**src/rtl/blit_pkg.sv**
```systemverilog
package blit_pkg;
  typedef enum logic [2:0] {
    ST_IDLE,
    ST_RD_SRC,
    ST_RD_DST,
    ST_WRITE,
    ST_NEXT
  } blit_state_e;

  localparam logic [7:0] ROP_ZERO    = 8'h00;
  localparam logic [7:0] ROP_NOT_DST = 8'h0B;
  localparam logic [7:0] ROP_SRC     = 8'h0D;

  localparam logic [3:0] SEL_SRC_BASE  = 4'd0;
  localparam logic [3:0] SEL_DST_BASE  = 4'd1;
  localparam logic [3:0] SEL_SRC_PITCH = 4'd2;
  localparam logic [3:0] SEL_DST_PITCH = 4'd3;
  localparam logic [3:0] SEL_WIDTH     = 4'd4;
  localparam logic [3:0] SEL_HEIGHT    = 4'd5;
  localparam logic [3:0] SEL_MODE      = 4'd6;
  localparam logic [3:0] SEL_ROP       = 4'd7;
  localparam logic [3:0] SEL_FG        = 4'd8;
  localparam logic [3:0] SEL_BG        = 4'd9;
  localparam logic [3:0] SEL_CTRL      = 4'd10;

  localparam int MODE_EXPAND_BIT  = 7;
  localparam int MODE_TILE_BIT    = 6;
  localparam int MODE_HOST_BIT    = 2;
  localparam int CTRL_START_BIT   = 1;
endpackage

```
**src/rtl/blit_regs.sv**
```systemverilog
module blit_regs
  import blit_pkg::*;
#(
  parameter int ADDR_W = 12,
  parameter int DIM_W  = 10
) (
  input  logic              clk,
  input  logic              rst_n,
  input  logic              reg_we,
  input  logic [3:0]        reg_sel,
  input  logic [ADDR_W-1:0] reg_wdata,
  input  logic              busy,
  output logic [ADDR_W-1:0] src_base,
  output logic [ADDR_W-1:0] dst_base,
  output logic [ADDR_W-1:0] src_pitch,
  output logic [ADDR_W-1:0] dst_pitch,
  output logic [DIM_W-1:0]  width,
  output logic [DIM_W-1:0]  height,
  output logic              mode_expand,
  output logic              mode_tile,
  output logic [7:0]        rop,
  output logic [7:0]        fg,
  output logic [7:0]        bg,
  output logic              start
);
  logic mode_host;

  function automatic logic hit(input logic [3:0] s);
    return reg_we && (reg_sel == s);
  endfunction

  always_comb begin
    start = hit(SEL_CTRL) && reg_wdata[CTRL_START_BIT] && !mode_host && !busy;
  end

  always_ff @(posedge clk or negedge rst_n) begin
    if (!rst_n) begin
      src_base    <= '0;
      dst_base    <= '0;
      src_pitch   <= '0;
      dst_pitch   <= '0;
      width       <= '0;
      height      <= '0;
      mode_expand <= 1'b0;
      mode_tile   <= 1'b0;
      mode_host   <= 1'b0;
      rop         <= '0;
      fg          <= '0;
      bg          <= '0;
    end else begin
      if (hit(SEL_SRC_BASE))  src_base  <= reg_wdata;
      if (hit(SEL_DST_BASE))  dst_base  <= reg_wdata;
      if (hit(SEL_SRC_PITCH)) src_pitch <= reg_wdata;
      if (hit(SEL_DST_PITCH)) dst_pitch <= reg_wdata;
      if (hit(SEL_WIDTH))     width     <= reg_wdata[DIM_W-1:0];
      if (hit(SEL_HEIGHT))    height    <= reg_wdata[DIM_W-1:0];
      if (hit(SEL_MODE)) begin
        mode_expand <= reg_wdata[MODE_EXPAND_BIT];
        mode_tile   <= reg_wdata[MODE_TILE_BIT];
        mode_host   <= reg_wdata[MODE_HOST_BIT];
      end
      if (hit(SEL_ROP)) rop <= reg_wdata[7:0];
      if (hit(SEL_FG))  fg  <= reg_wdata[7:0];
      if (hit(SEL_BG))  bg  <= reg_wdata[7:0];
    end
  end
endmodule

```
**src/rtl/blit_walker.sv**
```systemverilog
module blit_walker #(
  parameter int ADDR_W = 12,
  parameter int DIM_W  = 10
) (
  input  logic              clk,
  input  logic              rst_n,
  input  logic              load,
  input  logic              step,
  input  logic [ADDR_W-1:0] src_base,
  input  logic [ADDR_W-1:0] dst_base,
  input  logic [ADDR_W-1:0] src_pitch,
  input  logic [ADDR_W-1:0] dst_pitch,
  input  logic [DIM_W-1:0]  width,
  input  logic [DIM_W-1:0]  height,
  input  logic              mode_expand,
  input  logic              mode_tile,
  output logic [ADDR_W-1:0] src_addr,
  output logic [ADDR_W-1:0] dst_addr,
  output logic [2:0]        bit_idx,
  output logic              last
);
  logic [DIM_W-1:0]  x_q, x_d, y_q, y_d;
  logic [ADDR_W-1:0] srow_q, srow_d, drow_q, drow_d;
  logic              row_end;

  always_comb begin
    row_end = (x_q == width);
    last    = row_end && (y_q == height);
    x_d     = x_q;
    y_d     = y_q;
    srow_d  = srow_q;
    drow_d  = drow_q;
    if (load) begin
      x_d    = '0;
      y_d    = '0;
      srow_d = src_base;
      drow_d = dst_base;
    end else if (step) begin
      if (row_end) begin
        x_d    = '0;
        y_d    = y_q + DIM_W'(1);
        srow_d = srow_q + src_pitch;
        drow_d = drow_q + dst_pitch;
      end else begin
        x_d = x_q + DIM_W'(1);
      end
    end
  end

  always_ff @(posedge clk or negedge rst_n) begin
    if (!rst_n) begin
      x_q    <= '0;
      y_q    <= '0;
      srow_q <= '0;
      drow_q <= '0;
    end else begin
      x_q    <= x_d;
      y_q    <= y_d;
      srow_q <= srow_d;
      drow_q <= drow_d;
    end
  end

  always_comb begin
    bit_idx  = 3'd7 - x_q[2:0];
    dst_addr = drow_q + ADDR_W'(x_q);
    if (mode_tile) begin
      src_addr = src_base + ADDR_W'({y_q[2:0], 3'b000})
               + (mode_expand ? '0 : ADDR_W'(x_q[2:0]));
    end else begin
      src_addr = srow_q + (mode_expand ? ADDR_W'(x_q >> 3) : ADDR_W'(x_q));
    end
  end
endmodule

```
**src/rtl/blit_rop.sv**
```systemverilog
module blit_rop
  import blit_pkg::*;
(
  input  logic [7:0] rop,
  input  logic [7:0] src_pix,
  input  logic [7:0] dst_pix,
  output logic [7:0] result
);
  always_comb begin
    unique case (rop)
      ROP_ZERO:    result = 8'h00;
      ROP_NOT_DST: result = ~dst_pix;
      ROP_SRC:     result = src_pix;
      default:     result = src_pix;
    endcase
  end
endmodule

```
**src/rtl/rect_blitter.sv**
```systemverilog
module rect_blitter
  import blit_pkg::*;
#(
  parameter int ADDR_W = 12,
  parameter int DIM_W  = 10
) (
  input  logic              clk,
  input  logic              rst_n,
  input  logic              reg_we,
  input  logic [3:0]        reg_sel,
  input  logic [ADDR_W-1:0] reg_wdata,
  output logic              busy,
  output logic              done,
  output logic              mem_rd,
  output logic              mem_wr,
  output logic [ADDR_W-1:0] mem_addr,
  output logic [7:0]        mem_wdata,
  input  logic [7:0]        mem_rdata
);
  logic              rst_m, rst_s;
  blit_state_e       state_q, state_d;
  logic [ADDR_W-1:0] src_base, dst_base, src_pitch, dst_pitch;
  logic [DIM_W-1:0]  width, height;
  logic              mode_expand, mode_tile, start;
  logic [7:0]        rop_code, fg, bg;
  logic [ADDR_W-1:0] src_addr, dst_addr;
  logic [2:0]        bit_idx;
  logic              last;
  logic [7:0]        src_byte_q, src_pix;
  logic              done_d, done_q;

  always_ff @(posedge clk or negedge rst_n) begin
    if (!rst_n) begin
      rst_m <= 1'b0;
      rst_s <= 1'b0;
    end else begin
      rst_m <= 1'b1;
      rst_s <= rst_m;
    end
  end

  blit_regs #(.ADDR_W(ADDR_W), .DIM_W(DIM_W)) u_regs (
    .clk(clk), .rst_n(rst_s), .reg_we(reg_we), .reg_sel(reg_sel),
    .reg_wdata(reg_wdata), .busy(busy),
    .src_base(src_base), .dst_base(dst_base),
    .src_pitch(src_pitch), .dst_pitch(dst_pitch),
    .width(width), .height(height),
    .mode_expand(mode_expand), .mode_tile(mode_tile),
    .rop(rop_code), .fg(fg), .bg(bg), .start(start)
  );

  blit_walker #(.ADDR_W(ADDR_W), .DIM_W(DIM_W)) u_walk (
    .clk(clk), .rst_n(rst_s), .load(start), .step(state_q == ST_NEXT),
    .src_base(src_base), .dst_base(dst_base),
    .src_pitch(src_pitch), .dst_pitch(dst_pitch),
    .width(width), .height(height),
    .mode_expand(mode_expand), .mode_tile(mode_tile),
    .src_addr(src_addr), .dst_addr(dst_addr),
    .bit_idx(bit_idx), .last(last)
  );

  always_comb begin
    if (mode_expand) src_pix = src_byte_q[bit_idx] ? fg : bg;
    else             src_pix = src_byte_q;
  end

  blit_rop u_rop (
    .rop(rop_code), .src_pix(src_pix), .dst_pix(mem_rdata), .result(mem_wdata)
  );

  always_comb begin
    state_d = state_q;
    done_d  = 1'b0;
    unique case (state_q)
      ST_IDLE:   if (start) state_d = ST_RD_SRC;
      ST_RD_SRC: state_d = ST_RD_DST;
      ST_RD_DST: state_d = ST_WRITE;
      ST_WRITE:  state_d = ST_NEXT;
      ST_NEXT: begin
        if (last) begin
          state_d = ST_IDLE;
          done_d  = 1'b1;
        end else begin
          state_d = ST_RD_SRC;
        end
      end
      default:   state_d = ST_IDLE;
    endcase
  end

  always_ff @(posedge clk or negedge rst_s) begin
    if (!rst_s) begin
      state_q    <= ST_IDLE;
      done_q     <= 1'b0;
      src_byte_q <= '0;
    end else begin
      state_q <= state_d;
      done_q  <= done_d;
      if (state_q == ST_RD_DST) src_byte_q <= mem_rdata;
    end
  end

  always_comb begin
    busy     = (state_q != ST_IDLE);
    done     = done_q;
    mem_rd   = (state_q == ST_RD_SRC) || (state_q == ST_RD_DST);
    mem_wr   = (state_q == ST_WRITE);
    mem_addr = (state_q == ST_RD_SRC) ? src_addr : dst_addr;
  end
endmodule

```
**config.mk**
```make
export PLATFORM = sky130hd
export DESIGN_NAME = rect_blitter
export DESIGN_NICKNAME = d
export VERILOG_FILES = /design/src/rtl/blit_pkg.sv /design/src/rtl/blit_regs.sv /design/src/rtl/blit_walker.sv /design/src/rtl/blit_rop.sv /design/src/rtl/rect_blitter.sv
export SDC_FILE = /design/constraint.sdc
export NUM_CORES = 1
export LEC_CHECK = 0
export ABC_AREA = 1
export BUFFER_PORTS_ARGS = -buffer_cell sky130_fd_sc_hd__buf_2
export CAP_MARGIN = 20
export CORE_ASPECT_RATIO = 0.8
export CORE_UTILIZATION = 55
export DETAILED_ROUTE_END_ITERATION = 12
export GPL_ROUTABILITY_DRIVEN = 0
export PLACE_DENSITY = 0.76
export SYNTH_ARGS = -nofsm -noshare
export SYNTH_HDL_FRONTEND = slang
export SYNTH_SLANG_ARGS = --single-unit
export TNS_END_PERCENT = 20
```
**constraint.sdc**
```tcl
create_clock -name clk -period 4.8 [get_ports clk]
set_input_delay 0.72 -clock clk [delete_from_list [all_inputs] [get_ports clk]]
set_output_delay 0.72 -clock clk [all_outputs]
set_load 0.01 [all_outputs]
```
; Word level (Yosys, flattened, before mapping)
; Cells that the tools add are included.
[classes]
add_sub_neg = 9
n_lt_le_gt_ge = 1
eq_ne = 18
mux = 26
bitwise = 1
reduce_logical = 25
[op_table]
columns = op, n
row1 = 12-bit two-way mux, 8
row2 = 10-bit two-way mux, 7
row3 = 12-bit adder, 4
row4 = "10-bit by 1-bit adder with 10-bit output, second input constant", 2
row5 = 10-bit equality test, 2
row6 = "4-bit by 3-bit equality test with 1-bit output, second input constant", 4
row7 = 8-bit two-way mux, 2
row8 = 8-bit case mux with 2 select lines, 1
row9 = 1-bit logical AND, 15
row10 = 3-bit case mux with 5 select lines, 1
row11 = 12-bit by 10-bit adder with 12-bit output, 1
row12 = 12-bit by 6-bit adder with 12-bit output, 1
row13 = "4-bit equality test, second input constant", 3
row14 = "4-bit by 2-bit equality test with 1-bit output, second input constant", 2
row15 = "8-bit by 4-bit equality test with 1-bit output, second input constant", 1
row16 = 8-bit zero test, 1
row17 = 8-bit inverter, 1
row18 = "3-bit by 2-bit equality test with 1-bit output, second input constant", 2
row19 = 3-bit two-way mux, 2
row20 = "4-bit by 1-bit equality test with 1-bit output, second input constant", 1
row21 = 4-bit zero test, 1
row22 = "3-bit by 4-bit less-than comparator with 1-bit output, second input constant", 1
row23 = 1-bit two-way mux, 4
row24 = 2-bit nonzero test, 2
row25 = other kinds (10), 11
[word_totals]
regBits = 153
inputBits = 27
out_inout_bits = 24
wordCells = 101

; Logic depth before layout (Yosys ltp)
; Gate-level depths: netlist of the first run.
[logic_depth]
word_depth = 7
depth_mapped = 17
mapped_depth_nobuf = 16

; Modules after synthesis
; A second synthesis of the first run with hierarchy kept.
[unflattened]
cells_unflattened = 1501
area_unflattened_um2 = 10553.9
[modules_own_cells]
columns = module, instances, cells_per_inst, area_each_um2, seq_area_each_um2
row1 = blit_walker, 1, 859, 5302.6, 1101.1
row2 = blit_regs, 1, 456, 3970.1, 2377.3
row3 = rect_blitter, 1, 147, 1067.3, 350.3
row4 = blit_rop, 1, 39, 214.0, 0.0

; Worst setup path before layout of the first run
; Ideal clock, no wire load.
[synth_path]
kind = register to output
startpoint = register u_regs.mode_expand
endpoint = output port mem_addr[8]
t_arrival_ps = 2153
required_ps = 4080
slack_ps = 1927
path_stages_with_launch = 16
n_path_buf = 1
cell_sequence = dfrtp_1 > clkbuf_1 > inv_1 > o21bai_1 > ha_1 > inv_1 > fa_1 > inv_1 > nand3_1 > nand3_1 > nand2_1 > nand3b_1 > nand3_1 > nand2_1 > nand2_1 > nand2_1
[synth_between]
elab_chain_len = 4
word_cells_on_any_way = 6
classes_between = add/sub (2) / mux (4)
[synth_rtl]
columns = item, line_no
row1 = start: declaration, blit_regs.sv:19  ; output logic mode_expand,
row2 = start signal: assignment, blit_regs.sv:58  ; mode_expand <= reg_wdata[MODE_EXPAND_BIT];
row3 = 10-bit two-way mux or 3-bit two-way mux (tied branches), "blit_walker.sv:71, blit_walker.sv:69"
row4 = 12-bit adder (on tied branches), "blit_walker.sv:71, blit_walker.sv:69"
row5 = 12-bit two-way mux (*), blit_walker.sv:67  ; if (mode_tile) begin
row6 = 12-bit two-way mux (*), rect_blitter.sv:108  ; mem_addr = (state_q == ST_RD_SRC) ? src_addr : dst_addr;
row7 = end: declaration, rect_blitter.sv:16  ; output logic [ADDR_W-1:0] mem_addr,
; Mark *: on every way between the ends. The rest lies on a longest branch, timed or not.

; Worst setup path after layout of the first run
; Same ends and word-level chain as after synthesis.

==> flow_metrics.env, run 1 <==
export IMPL_status="completed"
export IMPL_synth_seq_cells=153
export IMPL_die_h_um=123
export IMPL_hold_path_class="primary input to async pin"
export IMPL_antenna_found_initial=0
export IMPL_num_rows=43
export IMPL_detail_route_antenna_nets=0
export IMPL_cts_tree="done"
export IMPL_dpl_hpwl_mm=20.0
export IMPL_nets=1550
export IMPL_clock_path_buffers=2
export IMPL_crit_required_ps=4080
export IMPL_synth_edf_count=0
export IMPL_crit_type="flop to output pin"
export IMPL_cts_setup_buffers=0
export IMPL_rr_startpoint="state_q[1]$_DFFE_PN0P_"
export IMPL_path_max_fanout=29
export IMPL_htreeDepth=4
export IMPL_setup_tns_final_ps=0
export IMPL_final_area_mm2=0.0110
export IMPL_wirelength_mm=27.7
export IMPL_leakage_nw=5.90
export IMPL_synthCells=1437
export IMPL_fp_dieW_um=153
export IMPL_ys_types=42
export IMPL_synth_top_area_share_pct=38.1
export IMPL_core_area_mm2=0.0176
export IMPL_slowest_stage="dfrtp_1"
export IMPL_cpPeakStageDelay_ps=870
export IMPL_clockRootBuffer="clkbuf_16"
export IMPL_final_util_pct=62.3
export IMPL_tightest_slew_ps=920
export IMPL_synth_top_area_cell="dfrtp_1"
export IMPL_insertion_delay_ps=440
export IMPL_clock_skew_ps=15.3
export IMPL_dieArea_mm2=0.0188
export IMPL_worstPathCellList="inv_1 -> o21bai_1 -> ha_1 -> inv_1 -> fa_1 -> inv_1 -> nand3_1 -> nand3_1 -> nand2_1 -> nand2_1 -> nand2_1 -> nand3_1 -> nand2_1 -> nand2_1 -> nand2_1 -> buf_2"
export IMPL_syn_nets=1519
export IMPL_synth_area_top_cells="dfrtp_1, nand2_1, o21ai_0, ha_1, inv_1"
export IMPL_clk_pin_slew_worst_paths_ps=70
export IMPL_setup_viol=0
export IMPL_vias=9490
export IMPL_rrSetupSlack_ps=2080
export IMPL_grt_overflow=0
export IMPL_final_hold_viol_count=0
export IMPL_grt_pass1_wl_mm=44.9
export IMPL_synthFlopType="dfrtp_1"
export IMPL_drv_slew=0
export IMPL_startpoint_type="flop"
export IMPL_r2r_cells=9
export IMPL_postPlaceCellArea_mm2=0.0104
export IMPL_initialDrtViolationCount=816
export IMPL_drtPass1Iterations=6
export IMPL_crit_family="flip-flops"
export IMPL_rsz0062_at_grt="false"
export IMPL_vias_per_cell=5.56
export IMPL_end_kind="output pin"
export IMPL_yosysSeqAreaShare_pct=38.1
export IMPL_postCtsResizedCells=0
export IMPL_ios=51
export IMPL_cpMostUsedCell="nand2_1"
export IMPL_syn_area_mm2=0.0101
export IMPL_power_density_mw_per_mm2=535
export IMPL_fmax_mhz=245
export IMPL_min_period_ps=4080
export IMPL_total_power_mw=5.87
export IMPL_max_slew_margin_rel_pct=38.5
export IMPL_worst_path_buf_inv=4
export IMPL_diodes=0
export IMPL_crit_arrival_ps=3360
export IMPL_ir_drop_v=0.000300
export IMPL_async_reset_ff_share_pct=100
export IMPL_yosysWarnings=0
export IMPL_cap_violations=0
export IMPL_grt_max_degree=91
export IMPL_initial_utilization_pct=57.2
export IMPL_io_buffers=50
export IMPL_wl_per_cell_um=16.2
export IMPL_syn_area_per_cell_um2=7.00
export IMPL_syn2layout_area_growth_pct=8.97
export IMPL_drive_gt1_share_pct=7.77
export IMPL_min_period_over_period_pct=85.0
export IMPL_cts_made_buffers=17
export IMPL_track_usage_pct=31.0
export IMPL_clock_sinks=153
export IMPL_grt_pass1_vias=8623
export IMPL_drc=0
export IMPL_r2r_end="u_walk.srow_q[11]$_DFFE_PN0P_"
export IMPL_postCtsHoldBufs=0
-- metal layers --
layer,track usage [%],vias up,wire length (um)
met1,45.8,4400,13100
li1,-,4685,-
met5,0,-,0
met2,46.0,364,11600
met4,9.47,0,472
met3,5.85,41,2560
-- synth_stat cells (5+ instances only) --
| library cell | count |
|---|---|
| fa_1 | 5 |
| buf_6 | 7 |
| nor3_1 | 13 |
| or2_2 | 8 |
| buf_2 | 8 |
| nand3_1 | 107 |
| a21oi_1 | 50 |
| o21ai_1 | 13 |
| o21ai_0 | 127 |
| inv_1 | 148 |
| nand4_1 | 19 |
| clkbuf_1 | 24 |
| xor2_1 | 22 |
| nor2_1 | 103 |
| ha_1 | 50 |
| dfrtp_1 | 153 |
| nand2_1 | 521 |
| xnor2_1 | 11 |
-- placed cells by master (no fill, tap or decap), types with 4 or more instances in the layout --
cell type,netlist,routed
a21oi_1,50,50
buf_2,8,50
clkbuf_16,0,17
clkinvlp_4,0,4
dfrtp_1,153,152
fa_1,5,5
ha_1,50,50
inv_1,148,148
inv_2,4,4
inv_6,0,5
mux2_2,4,4
nand2_1,521,521
nand3_1,107,107
nand3b_1,4,4
nand4_1,19,19
nor2_1,103,103
nor3_1,13,13
o211ai_1,4,4
o21ai_0,127,127
o21ai_1,13,13
or2_2,8,8
xnor2_1,11,11
xor2_1,22,22
-- area by class of cell --
cell class | instances | area (um2)
inverter | 153 | 577
tap | 225 | 282
fill | 1601 | 6630
timing repair buffer | 52 | 278
clock buffer | 18 | 439
multi-input combinational | 1091 | 5440
sequential | 153 | 3830
clock inverter | 14 | 116
-- cells by family (layout without fill, tap and decap cells) --
| kind of cell | Yosys count | after routing | synth area share (%) |
|---|---|---|---|
| other | 1 | 1 | 0.0373 |
| flip-flops | 153 | 153 | 38.1 |
| XOR/XNOR | 33 | 33 | 2.87 |
| adder cells (fa/ha/maj) | 55 | 55 | 7.21 |
| AND/OR/NAND/NOR | 791 | 791 | 32.8 |
| multiplexers | 4 | 4 | 0.448 |
| AO/OA/AOI/OAI | 207 | 207 | 10.7 |
| buffers and inverters | 193 | 237 | 7.88 |
-- where the power goes --
group | internal, mW | switching (mW)
Sequential | 1.62 | 0.431
Combinational | 0.967 | 1.57
Clock | 0.686 | 0.594
-- worst max-delay path by stage --
| stage | start | to | depth (start not counted) |
|---|---|---|---|
| 4_1_cts | u_regs.mode_expand$_DFFE_PN0P_ | mem_addr[8] | 16 |
| 5_1_grt | u_regs.mode_expand$_DFFE_PN0P_ | mem_addr[8] | 16 |
| 2_1_floorplan | rst_s$_DFF_PN0_ | done$_DFF_PN0_ | 0 |
| 3_3_place_gp | u_regs.mode_expand$_DFFE_PN0P_ | mem_addr[8] | 16 |
| 6_report | u_regs.mode_expand$_DFFE_PN0P_ | mem_addr[8] | 16 |
| 3_5_place_dp | u_regs.mode_expand$_DFFE_PN0P_ | mem_addr[8] | 16 |
-- through the flow --
| stage | hold WS, ps | cells | worst slack, ps |
|---|---|---|---|
| floorplan | 331 | 1437 | 221 |
| global placement | 338 | 1674 | 1310 |
| detailed placement | 341 | 1674 | 1240 |
| CTS | 44.1 | 1706 | 768 |
| global route | 53.9 | 1706 | 494 |
| finish | 52.7 | 1706 | 721 |
-- sequential cells by signal (all words and copies together), names as in the netlist, 3 cells and up --
| signal | cells |
|---|---|
| u_regs.dst_base | 12 |
| u_regs.dst_pitch | 12 |
| u_regs.src_base | 12 |
| u_regs.src_pitch | 12 |
| u_walk.drow_q | 12 |
| u_walk.srow_q | 12 |
| u_regs.height | 10 |
| u_regs.width | 10 |
| u_walk.x_q | 10 |
| u_walk.y_q | 10 |
| src_byte_q | 8 |
| u_regs.bg | 8 |
| u_regs.fg | 8 |
| u_regs.rop | 8 |
| state_q | 3 |
No activity file was read; power rests on OpenSTA's default activity.
==> run 2: changes to the inputs <==
- clock period: 4.8 -> 3.27 ns (I/O delays scaled with it)
==> run 2 against run 1 <==
  * Critical path depth shrank 1
  * Clock power increased by 50%
  * Clock-buffer cell count is 2 higher
  * Final cell count up 0.82%
  * Wire length is 0.20% lower
  * Via count increased by 0.97%
  * Critical endpoint is now mem_addr[10]
  * Register-to-register slack got worse by 950 ps
  * Flip-flop and latch count did not move
  * Largest power group unchanged
  * Combinational power up 49%
==> flow_metrics.env, run 2 (synthesis gave the netlist of run 1 again) <==
export IMPL_slowest_stage="dfrtp_2"
export IMPL_vias_per_cell=5.57
export IMPL_mostFrequentLayoutCell="nand2_1"
export IMPL_startpoint_type="flop"
export IMPL_vias=9582
export IMPL_intPower_mw=4.97
export IMPL_setup_slack_ps=108
export IMPL_drtPass1Iterations=5
export IMPL_worstPathCellList="nor2_4 -> o21bai_1 -> ha_2 -> inv_1 -> fa_1 -> inv_2 -> buf_4 -> nand3_1 -> nand3_1 -> nand2_1 -> nand3_1 -> nand2_1 -> nand2_1 -> nand2_1 -> buf_2"
export IMPL_layout_common_cells="nand2_1, dfrtp_1, inv_1"
export IMPL_htreeDepth=4
export IMPL_path_max_fanout=7
export IMPL_grt_pass1_wl_mm=44.2
export IMPL_setup_viol=0
export IMPL_pwr_share_comb_pct=43.5
export IMPL_cap_violations=0
export IMPL_final_hold_viol_count=0
export IMPL_clockPowerShare_pct=22.1
export IMPL_cts_made_buffers=17
export IMPL_grt_pass1_vias=8564
export IMPL_die_h_um=123
export IMPL_cpPeakStageDelay_ps=480
export IMPL_status="completed"
export IMPL_initialDrtViolationCount=812
export IMPL_rrSetupSlack_ps=1130
export IMPL_initial_utilization_pct=57.2
export IMPL_whs_ps=318
export IMPL_fmax_mhz=316
export IMPL_diodes=0
export IMPL_crit_type="flop to output pin"
export IMPL_clk_pin_slew_worst_paths_ps=60
export IMPL_min_period_over_period_pct=96.7
export IMPL_clock_path_buffers=2
export IMPL_rr_startpoint="u_walk.drow_q[0]$_DFFE_PN0P_"
export IMPL_syn2layout_area_growth_pct=10.9
export IMPL_antenna_found_initial=1
export IMPL_dieArea_mm2=0.0188
export IMPL_ios=51
export IMPL_grt_overflow=0
export IMPL_min_to="src_byte_q[1]$_DFFE_PN0P_"
export IMPL_p_sw_share_pct=43.0
export IMPL_fp_dieW_um=153
export IMPL_r2r_end="u_walk.drow_q[6]$_DFFE_PN0P_"
export IMPL_r2r_cells=11
export IMPL_worst_path_stages=15
export IMPL_seq_power_share_pct=34.4
export IMPL_drv_slew=0
export IMPL_rsz0062_at_grt="true"
export IMPL_clockRootBuffer="clkbuf_16"
export IMPL_tightest_slew_ps=910
export IMPL_worst_path_buf_inv=4
export IMPL_min_period_ps=3160
export IMPL_detail_route_antenna_nets=0
export IMPL_wl_per_cell_um=16.1
export IMPL_num_rows=43
export IMPL_end_kind="output pin"
export IMPL_dpl_hpwl_mm=20.3
export IMPL_clock_skew_ps=9.51
export IMPL_crit_arrival_ps=2670
export IMPL_drive_gt1_share_pct=9.70
export IMPL_max_slew_margin_rel_pct=39.2
export IMPL_hold_path_class="primary input to flop"
export IMPL_wirelength_mm=27.6
export IMPL_crit_family="simple AND/OR/NAND/NOR gates"
export IMPL_track_usage_pct=30.4
export IMPL_io_buffers=50
export IMPL_nets=1564
export IMPL_crit_required_ps=2780
export IMPL_ir_drop_v=0.000457
export IMPL_p_switching_mw=3.74
export IMPL_cp_startpoint="u_regs.mode_expand$_DFFE_PN0P_"
export IMPL_cpMostUsedCell="nand2_1"
export IMPL_hold_depth=2
export IMPL_drc=0
export IMPL_insertion_delay_ps=430
export IMPL_dpl_worst_slack_ps=394
export IMPL_cts_tree="done"
export IMPL_clock_sinks=153
export IMPL_core_area_mm2=0.0176
export IMPL_grt_max_degree=70
export IMPL_worstHoldStart="mem_rdata[1]"
export IMPL_leakage_nw=5.99
export IMPL_power_density_mw_per_mm2=780
-- run 2: changes by cell type in the layout (fill, tap and decap cells not counted), moves of 4 or more --
cell / change
buf_4: +12
o21ai_0: -4
nor2_1: -4
o21ai_1: +4
nand3_2: +4
nand3_1: -4
-- run 2: power by group through the flow --
stage                     clock network [mW]  logic (mW)  registers, mW
final                                   1.92        3.79           3.00
after detailed placement                   0        3.65           2.99
after CTS                               1.94        3.68           2.97
after floorplan                            0        2.80           2.75
after global routing                    2.01        4.32           3.05
after global placement                     0        3.57           2.98
-- run 2: worst max path at each step --
stage / slack, ps / end
after floorplan: 630 / mem_addr[8]
after global placement: 510 / mem_addr[8]
after detailed placement: 390 / mem_addr[8]
after CTS: 10 / mem_addr[8]
after global routing: -30 / mem_addr[6]
final: 110 / mem_addr[10]
-- run 2: area by class of cell --
class / instances / area (um2)
fill: 1577 / 6430
multi-input combinational: 1091 / 5490
tap: 225 / 282
clock inverter: 12 / 116
inverter: 153 / 579
clock buffer: 20 / 467
sequential: 153 / 3840
timing repair buffer: 66 / 398
-- run 2: metrics by stage --
stage	cell area (um2)	instances	util, %	TNS, ps	power [mW]
2_1_floorplan	10100	1437	-	0	5.55
3_3_place_gp	10500	1681	59.5	0	6.55
3_5_place_dp	10500	1681	59.5	0	6.64
4_1_cts	11100	1714	62.9	0	8.59
5_1_grt	11200	1720	63.5	-57.4	9.38
6_report	11200	1720	63.5	0	8.71
-- run 2: repair_timing --
item | 4_1_cts | 5_1_grt
setup buffers | 0 | 6
gates cloned | 0 | 0
pin swaps | 0 | 1
endpoints found under the hold margin | 2 | 0
setup endpoints to repair | 3 | 9
hold buffers | 1 | 0
resized for setup | 1 | 22
-- run 2: worst reg2reg max path: stages (launching register included) --
cell and delay (ps):
dfrtp_1 460, ha_1 270, fa_1 440, nand2_1 90, nand3_1 110, nand3_1 100
nand2_1 60, or2_2 280, nand3_1 70, nand2_1 50, nand2_1 50, nand2_1 50
-- run 2: metal layers --
metal  global-route usage [%]  wire length, um  vias up
met1                     44.8            13000     4485
met3                     6.38             2570       35
met2                     45.5            11700      352
li1                         -                -     4708
met4                     7.45              410        2
met5                        0               13        -
